--- src/rtl/dwr_pkg.sv ---
package dwr_pkg;
  typedef enum logic [2:0] {
    ST_PAUSE,
    ST_CAS,
    ST_RAS,
    ST_PRE,
    ST_IDLE,
    ST_ACC
  } dwr_state_e;
endpackage

--- src/rtl/dwr_rst_sync.sv ---
module dwr_rst_sync #(
  parameter int STAGES = 2
) (
  input  logic clk,
  input  logic rst_n,
  output logic srst_n
);
  logic [STAGES-1:0] sync_q;

  generate
    if (STAGES == 1) begin : g_one
      always_ff @(posedge clk or negedge rst_n) begin
        if (!rst_n) sync_q <= '0;
        else        sync_q <= 1'b1;
      end
    end else begin : g_chain
      always_ff @(posedge clk or negedge rst_n) begin
        if (!rst_n) sync_q <= '0;
        else        sync_q <= {sync_q[STAGES-2:0], 1'b1};
      end
    end
  endgenerate

  assign srst_n = sync_q[STAGES-1];
endmodule

--- src/rtl/dwr_age_watch.sv ---
module dwr_age_watch #(
  parameter int REF_INTERVAL = 3000,
  parameter int REF_MAX      = 3120
) (
  input  logic clk,
  input  logic rst_n,
  input  logic clr,
  output logic due,
  output logic lapse
);
  localparam int AW = $clog2(REF_MAX + 1);
  localparam logic [AW-1:0] AGE_DUE = AW'(REF_INTERVAL);
  localparam logic [AW-1:0] AGE_MAX = AW'(REF_MAX);

  logic [AW-1:0] age_q, age_d;

  always_comb begin
    if (clr)                   age_d = '0;
    else if (age_q == AGE_MAX) age_d = age_q;
    else                       age_d = age_q + 1'b1;
  end

  always_ff @(posedge clk or negedge rst_n) begin
    if (!rst_n) age_q <= '0;
    else        age_q <= age_d;
  end

  assign due   = (age_q >= AGE_DUE);
  assign lapse = (age_q == AGE_MAX);
endmodule

--- src/rtl/dwr_ctl.sv ---
module dwr_ctl
  import dwr_pkg::*;
#(
  parameter int PAUSE_CYC = 20000,
  parameter int WAKE_CNT  = 8,
  parameter int CAS_LEAD  = 2,
  parameter int RAS_W     = 10,
  parameter int PRE_W     = 8
) (
  input  logic clk,
  input  logic rst_n,
  input  logic acc_req,
  input  logic acc_done,
  input  logic due,
  input  logic lapse,
  output logic ras_n,
  output logic cas_n,
  output logic ref_busy,
  output logic acc_gnt,
  output logic ready,
  output logic ref_done,
  output logic pausing
);
  localparam int M1   = (CAS_LEAD > RAS_W) ? CAS_LEAD : RAS_W;
  localparam int M2   = (M1 > PRE_W) ? M1 : PRE_W;
  localparam int MAXD = (M2 > PAUSE_CYC) ? M2 : PAUSE_CYC;
  localparam int TW   = $clog2(MAXD + 1);
  localparam int KW   = $clog2(WAKE_CNT + 1);
  localparam logic [TW-1:0] T_PAUSE = TW'(PAUSE_CYC - 1);
  localparam logic [TW-1:0] T_CAS   = TW'(CAS_LEAD - 1);
  localparam logic [TW-1:0] T_RAS   = TW'(RAS_W - 1);
  localparam logic [TW-1:0] T_PRE   = TW'(PRE_W - 1);
  localparam logic [KW-1:0] K_WAKE  = KW'(WAKE_CNT);

  dwr_state_e    state_q, state_d;
  logic [TW-1:0] tmr_q, tmr_d;
  logic [KW-1:0] wk_q, wk_d;
  logic          ras_q, cas_q;
  logic          tmr_end;

  assign tmr_end = (tmr_q == '0);

  always_comb begin
    state_d  = state_q;
    tmr_d    = tmr_end ? tmr_q : tmr_q - 1'b1;
    wk_d     = wk_q;
    ref_done = 1'b0;
    case (state_q)
      ST_PAUSE: if (tmr_end) begin
        state_d = ST_CAS;
        tmr_d   = T_CAS;
      end
      ST_CAS: if (tmr_end) begin
        state_d = ST_RAS;
        tmr_d   = T_RAS;
      end
      ST_RAS: if (tmr_end) begin
        state_d = ST_PRE;
        tmr_d   = T_PRE;
      end
      ST_PRE: if (tmr_end) begin
        ref_done = 1'b1;
        wk_d     = (wk_q != '0) ? wk_q - 1'b1 : wk_q;
        if (wk_q > KW'(1)) begin
          state_d = ST_CAS;
          tmr_d   = T_CAS;
        end else begin
          state_d = ST_IDLE;
        end
      end
      ST_IDLE: begin
        if (lapse) begin
          state_d = ST_CAS;
          tmr_d   = T_CAS;
          wk_d    = K_WAKE;
        end else if (due) begin
          state_d = ST_CAS;
          tmr_d   = T_CAS;
        end else if (acc_req) begin
          state_d = ST_ACC;
        end
      end
      ST_ACC: if (acc_done) state_d = ST_IDLE;
      default: state_d = ST_IDLE;
    endcase
  end

  always_ff @(posedge clk or negedge rst_n) begin
    if (!rst_n) begin
      state_q <= ST_PAUSE;
      tmr_q   <= T_PAUSE;
      wk_q    <= K_WAKE;
      ras_q   <= 1'b1;
      cas_q   <= 1'b1;
    end else begin
      state_q <= state_d;
      tmr_q   <= tmr_d;
      wk_q    <= wk_d;
      ras_q   <= (state_d != ST_RAS);
      cas_q   <= !((state_d == ST_CAS) || (state_d == ST_RAS));
    end
  end

  assign ras_n    = ras_q;
  assign cas_n    = cas_q;
  assign ref_busy = (state_q == ST_CAS) || (state_q == ST_RAS) || (state_q == ST_PRE);
  assign acc_gnt  = (state_q == ST_ACC);
  assign ready    = (wk_q == '0) && !lapse;
  assign pausing  = (state_q == ST_PAUSE);
endmodule

--- src/rtl/dram_wake_refresh.sv ---
module dram_wake_refresh #(
  parameter int PAUSE_CYC    = 20000,
  parameter int WAKE_CNT     = 8,
  parameter int CAS_LEAD     = 2,
  parameter int RAS_W        = 10,
  parameter int PRE_W        = 8,
  parameter int REF_INTERVAL = 3000,
  parameter int REF_MAX      = 3120,
  parameter int SYNC_STAGES  = 2
) (
  input  logic clk,
  input  logic rst_n,
  input  logic acc_req,
  input  logic acc_done,
  output logic acc_gnt,
  output logic ready,
  output logic ref_busy,
  output logic ras_n,
  output logic cas_n,
  output logic we_n,
  output logic oe_n
);
  logic srst_n;
  logic due, lapse, ref_done, pausing;

  dwr_rst_sync #(.STAGES(SYNC_STAGES)) u_rst (
    .clk    (clk),
    .rst_n  (rst_n),
    .srst_n (srst_n)
  );

  dwr_age_watch #(
    .REF_INTERVAL (REF_INTERVAL),
    .REF_MAX      (REF_MAX)
  ) u_age (
    .clk   (clk),
    .rst_n (srst_n),
    .clr   (ref_done | pausing),
    .due   (due),
    .lapse (lapse)
  );

  dwr_ctl #(
    .PAUSE_CYC (PAUSE_CYC),
    .WAKE_CNT  (WAKE_CNT),
    .CAS_LEAD  (CAS_LEAD),
    .RAS_W     (RAS_W),
    .PRE_W     (PRE_W)
  ) u_ctl (
    .clk      (clk),
    .rst_n    (srst_n),
    .acc_req  (acc_req),
    .acc_done (acc_done),
    .due      (due),
    .lapse    (lapse),
    .ras_n    (ras_n),
    .cas_n    (cas_n),
    .ref_busy (ref_busy),
    .acc_gnt  (acc_gnt),
    .ready    (ready),
    .ref_done (ref_done),
    .pausing  (pausing)
  );

  assign we_n = 1'b1;
  assign oe_n = 1'b1;
endmodule

--- config.mk ---
export PLATFORM = sky130hd
export DESIGN_NAME = dram_wake_refresh
export DESIGN_NICKNAME = d
export VERILOG_FILES = /design/src/rtl/dwr_pkg.sv /design/src/rtl/dwr_rst_sync.sv /design/src/rtl/dwr_age_watch.sv /design/src/rtl/dwr_ctl.sv /design/src/rtl/dram_wake_refresh.sv
export SDC_FILE = /design/constraint.sdc
export NUM_CORES = 1
export LEC_CHECK = 0
export BUFFER_PORTS_ARGS = -buffer_cell sky130_fd_sc_hd__buf_2
export CORE_UTILIZATION = 30
export CTS_BUF_LIST = sky130_fd_sc_hd__clkbuf_8
export CTS_CLUSTER_DIAMETER = 50
export CTS_CLUSTER_SIZE = 30
export DETAILED_ROUTE_END_ITERATION = 8
export HOLD_SLACK_MARGIN = 0.08
export SYNTH_ARGS = -nofsm -noshare
export SYNTH_HDL_FRONTEND = slang
export SYNTH_SLANG_ARGS = --single-unit
export TNS_END_PERCENT = 1
--- constraint.sdc ---
create_clock -name clk -period 1.6 [get_ports clk]
set_input_delay 0.08 -clock clk [delete_from_list [all_inputs] [get_ports clk]]
set_output_delay 0.08 -clock clk [all_outputs]
set_load 0.01 [all_outputs]
== Word-level counts from Yosys, hierarchy flattened ==
Index checks and enable logic that the tools add are counted.
W data, S select, Z words.

* Add/sub/neg operators: 3
* Multipliers: 0
* Div/mod/pow operators: 0
* $lt $le $gt $ge: 2
* Equal/unequal tests: 13
* Shifts and indexed selects: 0
* Mux-type cells: 27
* Bitwise gates (word level): 1
* Reduce and logical (&&, ||, !) cells: 12

{| class="wikitable"
|+ Operators by type and width
! operator !! number
|-
| $mux W15 || 8
|-
| $pmux W15 S5 || 1
|-
| $mux W3 || 9
|-
| $mux W12 || 2
|-
| $pmux W3 S6 || 1
|-
| $logic_not A15 Y1 || 1
|-
| $sub A15 B1 Y15 const B || 1
|-
| $add A12 B1 Y12 const B || 1
|-
| $eq A12 B12 Y1 const B || 1
|-
| $ge A12 B12 Y1 const B || 1
|-
| $mux W4 || 3
|-
| $eq A3 B2 Y1 const B || 3
|-
| $pmux W4 S2 || 1
|-
| $eq A3 B1 Y1 const B || 2
|-
| $eq A3 B3 Y1 const B || 2
|-
| $ne A2 B1 Y1 const B || 3
|-
| $gt A4 B1 Y1 const B || 1
|-
| $logic_not A4 Y1 || 1
|-
| $reduce_and A4 Y1 || 1
|-
| $reduce_bool A4 Y1 || 1
|-
| $sub A4 B1 Y4 const B || 1
|-
| $logic_not A3 Y1 || 1
|-
| $logic_or A1 B1 Y1 || 3
|-
| $ne A3 B2 Y1 const B || 1
|-
| other kinds (6) || 8
|}

* Bits in registers: 38
* Bits in latches: 0
* Bits in writable memories: 0
* Bits in read-only memories: 0
* Input bits: 4
* Output and inout bits: 7
* Word-level logic and storage cells: 65
* Memories: 0

== Depth between registers and ports, before layout ==
* Depth in word-level cells: 7
* Depth in mapped cells: 11
* Depth with buffers taken out: 9

== Modules after synthesis ==
Synthesis repeated with hierarchy kept, for this count alone.

* Cell total of the unflattened synthesis: 240
* Area, all modules: 2249.7 µm²

{| class="wikitable"
|+ Modules (own cells, without submodules)
! module !! times used !! cells each !! area an instance (µm²) !! seq. area each (µm²)
|-
| dwr_ctl || 1 || 162 || 1490.2 || 615.6
|-
| dwr_age_watch || 1 || 71 || 680.7 || 300.3
|-
| dwr_rst_sync || 1 || 3 || 53.8 || 50.0
|-
| dram_wake_refresh || 1 || 4 || 25.0 || 0.0
|}

== Worst setup path before layout ==
OpenSTA, ideal clock, no wires.

* Path kind: flip-flop to flip-flop
* Start: reg u_ctl.tmr_q[0]
* End: reg u_ctl.tmr_q[0]
* Setup time: 0.095 ns
* Data arrival time: 2.005 ns
* Required time: 1.505 ns
* Setup slack: -0.500 ns
* Cell stages (with the launch flop): 11
* Path buffers: 2
* Period minus slack after synthesis: 2.100 ns
* Cells stage by stage: dfstp_2 inv_1 ha_1 nor4b_2 and4_1 buf_6 inv_2 buf_2 ha_1 a21oi_1 o211ai_1

* Longest elaborated chain between the ends: 5
* Elaborated cells between the ends (all ways): 11
* Classes of those cells: add/sub (1); mux (9); reduce/logical (1)

{| class="wikitable"
|+ RTL lines
! what !! RTL line !! source
|-
| start, declared || dwr_ctl.sv:36 || <nowiki>logic [TW-1:0] tmr_q, tmr_d;</nowiki>
|-
| start signal, assigned || dwr_ctl.sv:97 || <nowiki>tmr_q <= tmr_d;</nowiki>
|-
| $sub A15 B1 Y15 or $logic_not A15 Y1 (tied branches) || dwr_ctl.sv:45, dwr_ctl.sv:41 ||
|-
| $mux W15 || dwr_ctl.sv:45 || <nowiki>tmr_d = tmr_end ? tmr_q : tmr_q - 1'b1;</nowiki>
|-
| $mux W15, on equally long branches || dwr_ctl.sv:76, dwr_ctl.sv:64 ||
|-
| $mux W15, on equally long branches || dwr_ctl.sv:72, dwr_ctl.sv:61 ||
|-
| $pmux W15 S5 * || dwr_ctl.sv:48 || <nowiki>case (state_q)</nowiki>
|-
| named net u_ctl.tmr_d[0] || dwr_ctl.sv:36 ||
|}

Mark *: on every way through the listed nets, which the timed path passes. The rest lies on a longest branch.
A chain may end at the register's enable or synchronous reset.

== Worst setup path in the final report ==
* Start: reg u_age.age_q[0]
* End: out ready

* Longest elaborated chain between the ends: 3

{| class="wikitable"
|+ RTL lines
! what !! RTL line !! source
|-
| start, declared || dwr_age_watch.sv:15 || <nowiki>logic [AW-1:0] age_q, age_d;</nowiki>
|-
| start signal, assigned || dwr_age_watch.sv:25 || <nowiki>else age_q <= age_d;</nowiki>
|-
| $eq A12 B12 Y1 || dwr_age_watch.sv:29 || <nowiki>assign lapse = (age_q == AGE_MAX);</nowiki>
|-
| $logic_not A1 Y1 || dwr_ctl.sv:108 || <nowiki>assign ready = (wk_q == '0) && !lapse;</nowiki>
|-
| $logic_and A1 B1 Y1 || dwr_ctl.sv:108 ||
|-
| end, declared || dram_wake_refresh.sv:16 || <nowiki>output logic ready,</nowiki>
|}

No other way between the ends.

==> metrics <==
Lkg Pwr=1.30 nW; Final Critical Period=1920 ps; library cells used by synthesis=58; Routed WL per cell=12.9 µm; max-slew violation count=0; clock slew at the register clock pins of the worst setup and hold paths=80 ps; via count of the first global-routing pass=1881; post-synthesis sequential area ratio=43.7%; die outline area=0.00771 mm²; final cell count without fillers=385; IR drop worst, VDD=495 µV; CTS root buf=clkbuf_8; placed standard-cell area=0.00278 mm²; global-route total usage across every layer=14.1%; mapped cell area=0.00221 mm²; H-Tree Level Count=2; wire length after detailed routing=4950 µm; count of nets after finishing=299; number of warnings reported in the yosys synthesis log=0; top library cells by usage in the layout, fill and taps aside=buf_4 (48), nor2_1 (32), dfrtp_1 (26); run status=finished, violations left; drt initial violations=48; first-pass GRT wire length=8410 µm; launching element type of the critical path=register; post-route cell area=0.00304 mm²; top cell type by total area after synthesis=dfrtp_1; DP Wirelength=3540 µm; kind of critical path=reg2out; Synth async-reset ratio=100%; Area contributors post-synth=dfrtp_1 (29%), dfstp_2 (14%), nor2_1 (6.1%), xor2_1 (4.8%), ha_1 (4.0%); area share of the largest cell type after synthesis=29.5%; overflow left after global routing=0; total of fill cells in the finished design=680; setup-violating endpoint count in the final report=36; share of post-route cells with drive strength above 1=40.1%; max-capacitance violation count=0; worst clock skew=7.27 ps; input/output buffers=8; Hold WS=138 ps; critical path data arrival time=1840 ps; total DRC errors in the routed layout=0; total power consumption of the routed design=1.77 mW; required time at the endpoint of the critical path=1520 ps; per-cell via count in the routed design=4.72; utilization after layout=43.7%; die height=87.8 µm; clock network latency to the later pin of the worst-skew pair=290 ps; violated checks=negative setup slack; maximum number of pins on one net before global-route repair=30; Worst Slack Setup Final=-324 ps; area grow syn2layout=37.5%; largest fanout of any net on the critical path=2; total power per unit cell area=583 mW/mm²; TritonCTS buffer count=5; worst min path class=in2reg; timing-limited maximum frequency=520 MHz; Horiz. Die Dim=87.8 µm; overall via count from detail_route=1818; IO Pins=11; setup_tns=-6510 ps; average instance area after synthesis=9.77 µm²; pre-CTS setup slack=-552 ps; Core ar.=0.00694 mm²; number of nets still failing antenna checks after routing=0; sink count of the clock tree=38; dominant register cell in the synthesized netlist=dfrtp_1; weighted congestion at the end of routability-driven global placement=0.780; total iterations of the first detailed-routing run=4; commonest non-fill, non-tap cell in the layout=buf_4; flip-flop and latch count after synthesis=38; capturing element type of the critical path=output port; Final period util=120%; post-synthesis cell count=226; starting density of the core=31.8%; TritonCTS clock tree=yes; unrepaired setup endpoints after global routing=true; initial antenna violation count=0; Max Root-Sink Buffers=2; standard-cell row count=30; count of final hold-check violations=0; number of diodes added for antenna fixing=0; cell count after placement=373; number of flops mapped to enable cells by yosys=0
[sequential cells by signal (all words and copies together) (netlist names)]
signal / cells
u_ctl.state_q: 3
u_ctl.cas_n: 1
u_age.age_q: 12
u_ctl.wk_q: 4
u_ctl.ras_n: 1
u_ctl.tmr_q: 15
u_rst.sync_q: 2
[cell usage after synthesis, types with 2 or more instances]
library cell	count
nand3_1	13
o31ai_1	2
dfrtp_1	26
a21oi_1	6
a32oi_1	2
mux2i_1	4
nor3_1	4
and3_1	3
or3_1	4
nand4b_1	2
ha_1	7
buf_2	6
a31oi_1	2
nor4_1	3
dfstp_2	12
a211oi_1	2
o21ai_0	3
buf_4	2
nand4_1	4
nand2_1	16
clkbuf_1	2
inv_1	8
or3b_2	2
nor4_4	2
a21boi_1	2
nor2_1	36
xnor2_1	7
xor2_1	12
nand2b_1	3
[report_power, final]
part           switching (mW)  internal [mW]
Clock                   0.335          0.435
Combinational          0.0197         0.0113
Sequential            0.00515          0.964
[timing repair]
action,4_1_cts,5_1_grt
hold buffers,2,0
buffers inserted,1,0
setup endpoints to repair,37,38
pin swaps,22,4
gates resized for setup,21,7
gates cloned,0,1
hold endpoints to repair,2,0
[final cells by class]
type,instances,area [µm²],area share (%)
Sequential cell,38,966,31.8
Tap cell,96,120,3.96
Multi-Input combinational cell,171,1290,42.7
Clock buffer,8,110,3.63
Inverter,9,41.3,1.36
Timing Repair Buffer,63,503,16.6
[worst max-delay path: stages, from the launching register on]
cell     delay (ps)
dfrtp_1         390
inv_2            80
ha_4            120
or4b_4          460
nor4_4          200
buf_4           160
nor2_2           30
buf_2           130
[per-layer routing]
layer	part of all wire (%)	GRT usage, %
met1	48	17.7
met2	49	24.0
met3	2.0	3.39
met4	1.1	4.47
met5	0	0
[logic make-up after synthesis]
kind of cell               Yosys count  share of synthesized area [%]
other                                1                          0.170
muxes                                4                           1.81
buffers and inverters               20                           4.42
xor gates and xnor gates            19                           7.54
and+or+nand+nor                    106                           27.3
adders and majority gates            7                           3.97
DFF                                 38                           43.7
AOI/OAI and AO/OA                   31                           11.0
[final timing paths]
| kind | start | end | slack (ps) | cells past startpoint |
|---|---|---|---|---|
| max | u_age.age_q[0] | ready | -320 | 7 |
| min | acc_done | u_ctl.state_q[0] | 140 | 4 |
| max reg2reg | u_ctl.tmr_q[1] | u_ctl.wk_q[3] | -320 | 7 |
| min reg2reg | u_rst.sync_q[1] | u_ctl.wk_q[1] | 170 | 0 |
| max in group asynchronous | u_rst.sync_q[1] | u_ctl.tmr_q[10] | 860 | 1 |
| min in group asynchronous | u_rst.sync_q[1] | u_ctl.wk_q[1] | 170 | 0 |
Power figures use the tool's default switching activity.
